<file path="config.mk">
export PLATFORM = sky130hd
export DESIGN_NAME = ictmr_top
export DESIGN_NICKNAME = d
export VERILOG_FILES = /design/src/rtl/ictmr_pkg.sv /design/src/rtl/ictmr_regs.sv /design/src/rtl/ictmr_prescaler.sv /design/src/rtl/ictmr_counter.sv /design/src/rtl/ictmr_top.sv
export SDC_FILE = /design/constraint.sdc
export NUM_CORES = 1
export LEC_CHECK = 0
export ABC_CLOCK_PERIOD_IN_PS = 2550
export CORE_MARGIN = 4
export CORE_UTILIZATION = 50
export DETAILED_ROUTE_END_ITERATION = 10
export PLACE_DENSITY = 0.77
export SYNTH_ARGS = -nofsm -noshare
export SYNTH_HDL_FRONTEND = slang
export SYNTH_SLANG_ARGS = --single-unit
</file>
<file path="constraint.sdc">
create_clock -name clk -period 2.55 [get_ports clk]
set_input_delay 0.51 -clock clk [delete_from_list [all_inputs] [get_ports clk]]
set_output_delay 0.51 -clock clk [all_outputs]
set_load 0.02 [all_outputs]
</file>
<file path="src/rtl/ictmr_pkg.sv">
// Shared definitions for the interrupt countdown timer.
// Assumes a 32-bit register port and a 2-bit register address.
package ictmr_pkg;
    localparam int DATA_W     = 32;
    localparam int SHIFT_W    = 3;
    localparam int VEC_W      = 8;
    localparam int MODE_W     = 3;
    localparam int MODE_LSB   = 8;
    localparam int MASK_BIT   = 16;
    localparam int PERIOD_BIT = 17;

    typedef enum logic [1:0] {
        ADDR_ENTRY = 2'd0,
        ADDR_INIT  = 2'd1,
        ADDR_CUR   = 2'd2,
        ADDR_DIV   = 2'd3
    } reg_addr_e;

    typedef struct packed {
        logic              periodic;
        logic              masked;
        logic [MODE_W-1:0] mode;
        logic [VEC_W-1:0]  vector;
    } entry_t;

    // Turn the kept divide bits into a prescale shift: (code + 1) mod 8.
    function automatic logic [SHIFT_W-1:0] div_to_shift(input logic [3:0] d);
        return {d[3], d[1], d[0]} + 3'd1;
    endfunction
endpackage

</file>
<file path="src/rtl/ictmr_regs.sv">
// Register file of the countdown timer: timer entry, initial count and
// divide configuration, plus the read multiplexer.
// Assumes one write per cycle. The current count comes from the counter.
module ictmr_regs
    import ictmr_pkg::*;
#(
    parameter int CNT_W = 32
) (
    input  logic              clk,
    input  logic              rst_n,
    input  logic              reg_we,
    input  logic [1:0]        reg_addr,
    input  logic [DATA_W-1:0] reg_wdata,
    input  logic [CNT_W-1:0]  cur_cnt,
    output logic [DATA_W-1:0] reg_rdata,
    output entry_t            entry_q,
    output logic [CNT_W-1:0]  init_q,
    output logic [3:0]        div_q,
    output logic [SHIFT_W-1:0] shift,
    output logic              init_load
);
    reg_addr_e addr;
    assign addr      = reg_addr_e'(reg_addr);
    assign init_load = reg_we && (addr == ADDR_INIT);
    assign shift     = div_to_shift(div_q);

    // Store register writes. The current-count address takes no write.
    always_ff @(posedge clk) begin
        if (!rst_n) begin
            entry_q <= '{periodic: 1'b0, masked: 1'b1, mode: '0, vector: '0};
            init_q  <= '0;
            div_q   <= '0;
        end else if (reg_we) begin
            case (addr)
                ADDR_ENTRY: entry_q <= '{periodic: reg_wdata[PERIOD_BIT],
                                         masked:   reg_wdata[MASK_BIT],
                                         mode:     reg_wdata[MODE_LSB +: MODE_W],
                                         vector:   reg_wdata[VEC_W-1:0]};
                ADDR_INIT:  init_q  <= reg_wdata[CNT_W-1:0];
                ADDR_DIV:   div_q   <= {reg_wdata[3], 1'b0, reg_wdata[1:0]};
                default:    ;
            endcase
        end
    end

    // Select read data for the addressed register.
    always_comb begin
        reg_rdata = '0;
        case (addr)
            ADDR_ENTRY: begin
                reg_rdata[PERIOD_BIT]            = entry_q.periodic;
                reg_rdata[MASK_BIT]              = entry_q.masked;
                reg_rdata[MODE_LSB +: MODE_W]    = entry_q.mode;
                reg_rdata[VEC_W-1:0]             = entry_q.vector;
            end
            ADDR_INIT: reg_rdata = DATA_W'(init_q);
            ADDR_CUR:  reg_rdata = DATA_W'(cur_cnt);
            default:   reg_rdata = DATA_W'(div_q);
        endcase
    end
endmodule

</file>
<file path="src/rtl/ictmr_prescaler.sv">
// Free-running bus-tick prescaler. It issues one prescaled tick each time
// its low `shift` bits wrap. Cleared by a write of the initial count.
// Assumes shift never exceeds 2**SHIFT_W - 1.
module ictmr_prescaler
    import ictmr_pkg::*;
#(
    parameter int SW = SHIFT_W
) (
    input  logic          clk,
    input  logic          rst_n,
    input  logic          tick_en,
    input  logic          clear,
    input  logic [SW-1:0] shift,
    output logic          ptick
);
    localparam int PSC_W = (1 << SW) - 1;

    logic [PSC_W-1:0] psc;
    logic [PSC_W-1:0] lane_ok;

    // Count bus ticks, restart on clear.
    always_ff @(posedge clk) begin
        if (!rst_n || clear) psc <= '0;
        else if (tick_en)    psc <= psc + 1'b1;
    end

    // A bit below the shift must be one. Bits at or above it do not matter.
    for (genvar g = 0; g < PSC_W; g++) begin : g_lane
        assign lane_ok[g] = psc[g] | (g >= int'(shift));
    end

    assign ptick = tick_en & (&lane_ok);
endmodule

</file>
<file path="src/rtl/ictmr_counter.sv">
// Current-count register and expiry logic for one-shot and periodic modes.
// Issues a registered one-cycle request with vector and mode captured.
// Assumes entry and initial count are the registered values from the file.
module ictmr_counter
    import ictmr_pkg::*;
#(
    parameter int CNT_W = 32
) (
    input  logic              clk,
    input  logic              rst_n,
    input  logic              ptick,
    input  logic              load,
    input  logic [CNT_W-1:0]  load_val,
    input  logic [CNT_W-1:0]  init_q,
    input  entry_t            entry_q,
    output logic [CNT_W-1:0]  cur_cnt,
    output logic              irq_req,
    output logic [VEC_W-1:0]  irq_vector,
    output logic [MODE_W-1:0] irq_mode
);
    logic expire;

    // Decide whether this prescaled tick is an expiry event.
    always_comb begin
        if (entry_q.periodic) expire = ptick && (cur_cnt == '0) && (init_q != '0);
        else                  expire = ptick && (cur_cnt == CNT_W'(1));
    end

    // Step the count: load, reload on periodic wrap, or run down to zero.
    always_ff @(posedge clk) begin
        if (!rst_n) begin
            cur_cnt <= '0;
        end else if (load) begin
            cur_cnt <= load_val;
        end else if (ptick) begin
            if (cur_cnt != '0)         cur_cnt <= cur_cnt - 1'b1;
            else if (entry_q.periodic) cur_cnt <= init_q;
        end
    end

    // Register the request and capture its vector and mode.
    always_ff @(posedge clk) begin
        if (!rst_n) begin
            irq_req    <= 1'b0;
            irq_vector <= '0;
            irq_mode   <= '0;
        end else begin
            irq_req <= expire && !load && !entry_q.masked;
            if (expire && !load && !entry_q.masked) begin
                irq_vector <= entry_q.vector;
                irq_mode   <= entry_q.mode;
            end
        end
    end
endmodule

</file>
<file path="src/rtl/ictmr_top.sv">
// Top of the interrupt countdown timer: registers, prescaler and counter.
// Assumes tick_en marks bus ticks and the interrupt core takes irq_req
// as a one-cycle event.
module ictmr_top
    import ictmr_pkg::*;
#(
    parameter int CNT_W = 32
) (
    input  logic        clk,
    input  logic        rst_n,
    input  logic        tick_en,
    input  logic        reg_we,
    input  logic [1:0]  reg_addr,
    input  logic [31:0] reg_wdata,
    output logic [31:0] reg_rdata,
    output logic        irq_req,
    output logic [7:0]  irq_vector,
    output logic [2:0]  irq_mode
);
    entry_t             entry_q;
    logic [CNT_W-1:0]   init_q;
    logic [CNT_W-1:0]   cur_cnt;
    logic [3:0]         div_q;
    logic [SHIFT_W-1:0] shift;
    logic               init_load;
    logic               ptick;

    ictmr_regs #(.CNT_W(CNT_W)) u_regs (
        .clk(clk), .rst_n(rst_n), .reg_we(reg_we), .reg_addr(reg_addr),
        .reg_wdata(reg_wdata), .cur_cnt(cur_cnt), .reg_rdata(reg_rdata),
        .entry_q(entry_q), .init_q(init_q), .div_q(div_q), .shift(shift),
        .init_load(init_load)
    );

    ictmr_prescaler #(.SW(SHIFT_W)) u_psc (
        .clk(clk), .rst_n(rst_n), .tick_en(tick_en), .clear(init_load),
        .shift(shift), .ptick(ptick)
    );

    ictmr_counter #(.CNT_W(CNT_W)) u_cnt (
        .clk(clk), .rst_n(rst_n), .ptick(ptick), .load(init_load),
        .load_val(reg_wdata[CNT_W-1:0]), .init_q(init_q), .entry_q(entry_q),
        .cur_cnt(cur_cnt), .irq_req(irq_req), .irq_vector(irq_vector),
        .irq_mode(irq_mode)
    );
endmodule

</file>
# Word-level counts from Yosys, hierarchy flattened

Index checks and enable logic that the tools add are counted.
Widths: inputs -> output; s select.

$add $sub $neg: 3
Order comparisons: 7
Equal/unequal tests: 4
Multiplexer cells: 9
Bitwise logic cells: 8
Reductions and logical operators: 21

Operator list:

| kind                  | number |
|---|---|
| $mux 32               | 4 |
| $reduce_bool 32->1    | 2 |
| $pmux 11 s3           | 1 |
| $eq 32x1->1 const B   | 1 |
| $logic_not 32->1      | 1 |
| $sub 32x1->32 const B | 1 |
| $pmux 14 s2           | 1 |
| $pmux 5 s2            | 1 |
| $ge 3x3->1 const A    | 3 |
| $reduce_and 2->1      | 4 |
| $add 7x1->7 const B   | 1 |
| $or 1x1->1            | 7 |
| $reduce_and 7->1      | 1 |
| $ge 1x3->1 const A    | 2 |
| $ge 2x3->1 const A    | 2 |
| $logic_and 1x1->1     | 6 |
| $pmux 2 s3            | 1 |
| $eq 2x2->1 const B    | 2 |
| $add 3x1->3 const B   | 1 |
| $logic_not 1->1       | 3 |
| $reduce_bool 3->1     | 1 |
| $eq 2x1->1 const B    | 1 |
| $logic_not 2->1       | 1 |
| $reduce_bool 2->1     | 1 |
| other kinds (3)       | 3 |

Flip-flop bits (word level): 99
Input bits: 38
Output and inout port bits: 44
Word-level logic and storage cells: 63

# Longest topological paths before layout

Depth in word-level cells: 10
Mapped depth: 11
Mapped depth without buffers: 8

# By module

Synthesis repeated with hierarchy kept, for this count alone.

Cell total of the unflattened synthesis: 720
Area total of the unflattened synthesis: 6013.3 µm²

Modules (own cells, without submodules):

| module          | instances | cells each | area each (µm²) | seq. area each (µm²) |
|---|---|---|---|---|
| ictmr_counter   | 1         | 369        | 2871.5          | 880.8 |
| ictmr_regs      | 1         | 307        | 2765.2          | 960.9 |
| ictmr_prescaler | 1         | 44         | 376.6           | 140.1 |

# Worst setup path before layout

OpenSTA, ideal clock, no wires.

Kind: register to register
From: register u_cnt.cur_cnt[0]
To: register u_cnt.cur_cnt[4]
Setup time: 0.133 ns
Arrival time: 2.338 ns
Data required time: 2.417 ns
Setup slack: 0.079 ns
Stages on the path, launching flop included: 12
Path buffers: 3
Clock period less this slack: 2.471 ns
Cells stage by stage: dfxtp_1 -> clkbuf_1 -> inv_1 -> ha_1 -> inv_1 -> or4_1 -> or4_4 -> o211a_1 -> buf_6 -> buf_2 -> a211oi_1 -> nor4_1

Longest elaborated chain between the ends: 4
Elaborated cells between the ends (all ways): 7
Those cells by class: add/sub: 1; mux: 3; reduce/logical: 3

Ends and longest elaborated chain:

| item                                                       | RTL line            | text |
|---|---|---|
| from (decl)                                                | ictmr_counter.sv:16 | `output logic [CNT_W-1:0] cur_cnt,` |
| from (signal assigned)                                     | ictmr_counter.sv:34 | `cur_cnt <= load_val;` |
| from (signal assigned)                                     | ictmr_counter.sv:36 | `if (cur_cnt != '0) cur_cnt <= cur_cnt - 1'b1;` |
| from (signal assigned)                                     | ictmr_counter.sv:37 | `else if (entry_q.periodic) cur_cnt <= init_q;` |
| $sub 32x1->32 / $reduce_bool 32->1 (equally long branches) | ictmr_counter.sv:36 |  |
| $mux 32                                                    | ictmr_counter.sv:36 |  |
| $mux 32                                                    | ictmr_counter.sv:35 | `end else if (ptick) begin` |
| $mux 32                                                    | ictmr_counter.sv:33 | `end else if (load) begin` |

Parallel ways exist; a longest one is shown, timed or not. The select of a mux whose other input is x is not followed.
A chain may end at the register's enable or synchronous reset.

# Worst setup path after layout

From: register u_cnt.cur_cnt[11]
To: register u_cnt.cur_cnt[26]

The elaborated chain is that of the path after synthesis.

==> metrics.csv <==
stage,metric,value,unit
timing,Final Hold Vio Count,0,
yosys,yosys warns,0,
cts,clk sinks,99,
yosys,Yosys reg bits,99,
yosys,"Seq/Total Area, Yosys",35.57,%
cts,CTS H-Tree Depth,3,
yosys,Post-Synth Adder-Cell Area,2.695,%
routing,ANT nets after route,0,
cts,Max Root-Sink Buffers,2,
routing,routed wire length,18950,um
power_and_ir_drop,Internal,2.754,mW
timing,TNS Setup,0,ns
cts,CTS tree,yes,
timing,Rel. slew slack,56.71,%
global_route,first-pass GRT wire length,30740,um
flow_run,Max-cap violations,0,
yosys,most area-hungry cell type in the Yosys netlist,dfxtp_1,
global_route,Total GRT Usage,29.59,%
yosys,post-synthesis compound-gate area fraction,25.33,%
yosys,Synthesized Nets,774,
cells_and_area,final net count,896,
yosys,post-synthesis mux area share,3.616,%
cts,worst skew pair latency,0.40,ns
yosys,Syn Area/Cell,7.696,um2
power_and_ir_drop,Overall Power,4.101,mW
power_and_ir_drop,Gate power share,31.1,%
die,die area,12900,um2
yosys,Synth Flop Type,dfxtp_1,
setup_path,crit start category,flip-flop,
die,row cnt,38,
die,I/O pins,82,
setup_path,Worst Setup SP,u_cnt.cur_cnt[11]$_SDFFE_PN0P_,
setup_path,FF-to-FF path depth,7,
power_and_ir_drop,VDD IR max,433.7,uV
power_and_ir_drop,switching share of total power,32.84,%
placement,Routability Congestion,0.9516,
setup_path,register-to-register setup slack,0.007,ns
yosys,largest family of logic cells by synthesized area,simple AND/OR/NAND/NOR gates,
power_and_ir_drop,Pwr per Cell Area,555.3,nW/um2
setup_path,critical path depth,7,
cells_and_area,fin cells,991,
setup_path,worst path required time,2.83,ns
routing,Routed WL per cell,19.12,um
yosys,synthesized-area fraction occupied by and/or/nand/nor cells,25.33,%
cells_and_area,multi-input logic area,3368,um2
routing,Pre-antenna DRT Iters,6,
cts,Clock Root Buffer,clkbuf_8,
yosys,main area contributors after synthesis,"dfxtp_1 (36%), nand2_1 (8.1%), a21oi_1 (6.1%)",
global_route,largest net degree at the start of global routing,51,
placement,Final HPWL DP,13400,um
setup_path,Worst Setup EP,u_cnt.cur_cnt[26]$_SDFFE_PN0P_,
yosys,"FFs w/ async S/R, synth",0,%
routing,vias after detailed routing,6281,
timing,Max Clock Freq,393.3,MHz
power_and_ir_drop,P_leak,2.906,nW
routing,vias per inst,6.338,
power_and_ir_drop,sequential share of power,41.3,%
placement,Port Buffer Count,81,
routing,Post-route DRC,0,
yosys,top cell type's share of synthesized area,35.57,%
global_route,Congestion Overflow GR,0,
cells_and_area,ANT cells,0,
yosys,Synth Area in XOR/XNOR,1.729,%
cells_and_area,Finished Core Util,67.82,%
timing,clock skew,0.01213,ns
setup_path,Crit Reg-Reg Endpoint,u_cnt.cur_cnt[26]$_SDFFE_PN0P_,
power_and_ir_drop,switching power,1.347,mW
power_and_ir_drop,Clock power frac,27.7,%
die,Die Ht,113.6,um
die,Core Box Area,10890,um2
cts,CTS Buf Count,9,
yosys,"EDFF count, synth",0,
cells_and_area,share of cells above drive strength 1,18.68,%
timing,Max Slew Vio Count,0,
setup_path,largest stage delay on the critical path,0.61,ns
die,Die X,113.6,um
setup_path,slowest library cell on the worst path,or4_4,
yosys,most instantiated cells after synthesis,"nand2_1 (120), dfxtp_1 (99), a21oi_1 (68), nor2_1 (54), clkbuf_1 (48)",
cells_and_area,register area,1987,um2
setup_path,worst path bufs/invs,1,
cells_and_area,Fillers,906,
yosys,Syn Inst Count,724,
timing,Final setup viols,0,
setup_path,CP endpoint kind,flip-flop,
placement,placed cell count,965,
cts,Worst-path clk slew,0.10,ns
timing,unrepaired setup endpoints after global routing,yes,
timing,Tmin final,2.543,ns
die,Initial Utilization,51.17,%
setup_path,WS Path Type,reg -> reg,
min_path,Hold Crit Class,reg -> reg,
yosys,cell with the most instances after synthesis,nand2_1,
setup_path,"delay-heaviest family, CP",simple AND/OR/NAND/NOR gates,
yosys,synthesized area,5572,um2
global_route,initial antenna violation count,0,
setup_path,CP arrival,2.82,ns
cells_and_area,area grow syn2layout,32.54,%
routing,initial drt markers,904,
setup_path,worst-path fanout max,7,
yosys,Yosys cell types,59,
timing,period utilization,99.72,%
timing,Worst Tran Pin Value,0.6480,ns
global_route,vias in the first global route,6054,
run_status,status,"finished, final reports clean",
setup_path,CP Cell Sequence,nor4_4 -> nand4_1 -> or4_4 -> o211ai_4 -> buf_4 -> nor3_1 -> a2111oi_0,
setup_path,RR Startpoint,u_cnt.cur_cnt[11]$_SDFFE_PN0P_,
[timing repair]
item | CTS | global route
cloned | 1 | 2
endpoints found under the setup margin | 42 | 18
hold buffers | 0 | 0
pin swaps | 10 | 6
buffers inserted | 0 | 7
resized for setup | 104 | 17
[sequential cells by signal, summed over array words and instances (netlist names)]
name	count
u_cnt.cur_cnt	32
u_cnt.irq_mode	3
u_cnt.irq_req	1
u_cnt.irq_vector	8
u_psc.psc	7
u_regs.div_q	3
u_regs.entry_q	13
u_regs.init_q	32
[how the worst min path moves through the flow]
stage                                         start                               to  slack (ns)  depth (start not counted)
finish               u_regs.entry_q[5]$_SDFFE_PN0P_   u_regs.entry_q[5]$_SDFFE_PN0P_        0.48                          2
global route        u_regs.entry_q[10]$_SDFFE_PN0P_  u_regs.entry_q[10]$_SDFFE_PN0P_        0.51                          2
CTS                  u_regs.entry_q[5]$_SDFFE_PN0P_   u_regs.entry_q[5]$_SDFFE_PN0P_        0.48                          2
detailed placement   u_regs.entry_q[6]$_SDFFE_PN0P_   u_regs.entry_q[6]$_SDFFE_PN0P_        0.47                          2
global placement    u_regs.entry_q[10]$_SDFFE_PN0P_  u_regs.entry_q[10]$_SDFFE_PN0P_        0.46                          2
floorplan            u_regs.entry_q[0]$_SDFFE_PN0P_   u_regs.entry_q[0]$_SDFFE_PN0P_        0.45                          2
[layout by cell type, fill, tap and decap left out, types with 6 or more instances in the layout]
master and count:
buf_12 10, a22oi_1 19, mux2i_1 19, dlygate4sd2_1 6, o31ai_1 6, o21ai_0 36, nor3_1 19, a31oi_1 14
dfxtp_1 95, nor4_1 19, xnor2_1 7, clkdlybuf4s15_1 8, buf_2 14, a2bb2oi_1 11, ha_1 10, buf_4 78
nand3_1 17, nor2_1 54, clkdlybuf4s50_1 47, inv_1 11, nand4_1 10, or3_1 6, a21oi_1 68, nor2b_1 20
a222oi_1 13, clkbuf_8 13, nand2_1 119
[metal layers]
layer  GRT usage [%]  wire (um)  vias to the layer above
met3           6.525       1877                       31
met1           38.76       7571                     2974
met5               0          0                        -
li1                -          -                     2891
met4           8.574        297                        0
met2           49.04       9199                      385
[stage by stage]
step	area, um2	setup slack [ns]	hold WS, ns
after global placement	7038	-0.3959	0.4597
final	7385	0.007228	0.4827
after CTS	7267	0.003489	0.4843
after global routing	7385	-0.09428	0.5115
after floorplan	5572	0.07856	0.4483
after detailed placement	7038	-0.5219	0.4705
[final cells by class]
type / count / area share, %
sequential: 99 / 26.91
clock inverter: 3 / 0.5930
tap: 140 / 2.372
timing repair buffer: 172 / 21.33
clock buffer: 13 / 2.423
multi-input combinational: 549 / 45.61
inverter: 15 / 0.7625
[power by group through the flow]
stage	sequential (mW)	clock (mW)	combinational [mW]
2_1_floorplan	1.72	0	0.688
4_1_cts	1.68	1.14	1.20
5_1_grt	1.70	1.20	1.38
3_3_place_gp	1.72	0	1.16
3_5_place_dp	1.72	0	1.19
6_report	1.69	1.14	1.27
[logic make-up after synthesis]
logic type | count (synthesis)
xor+xnor | 11
mux | 20
fa+ha+maj | 12
simple gates | 291
compound gates | 215
flops | 99
buf+inv | 76
[worst reg2reg max path: cells and delay by family, from the launching register on]
family	cells	cell delay (ns)
AOI/OAI and AO/OA	2	0.67
DFF	1	0.36
and+or+nand+nor	4	1.20
buffers and inverters	1	0.21
No activity file was read; power rests on OpenSTA's default activity.
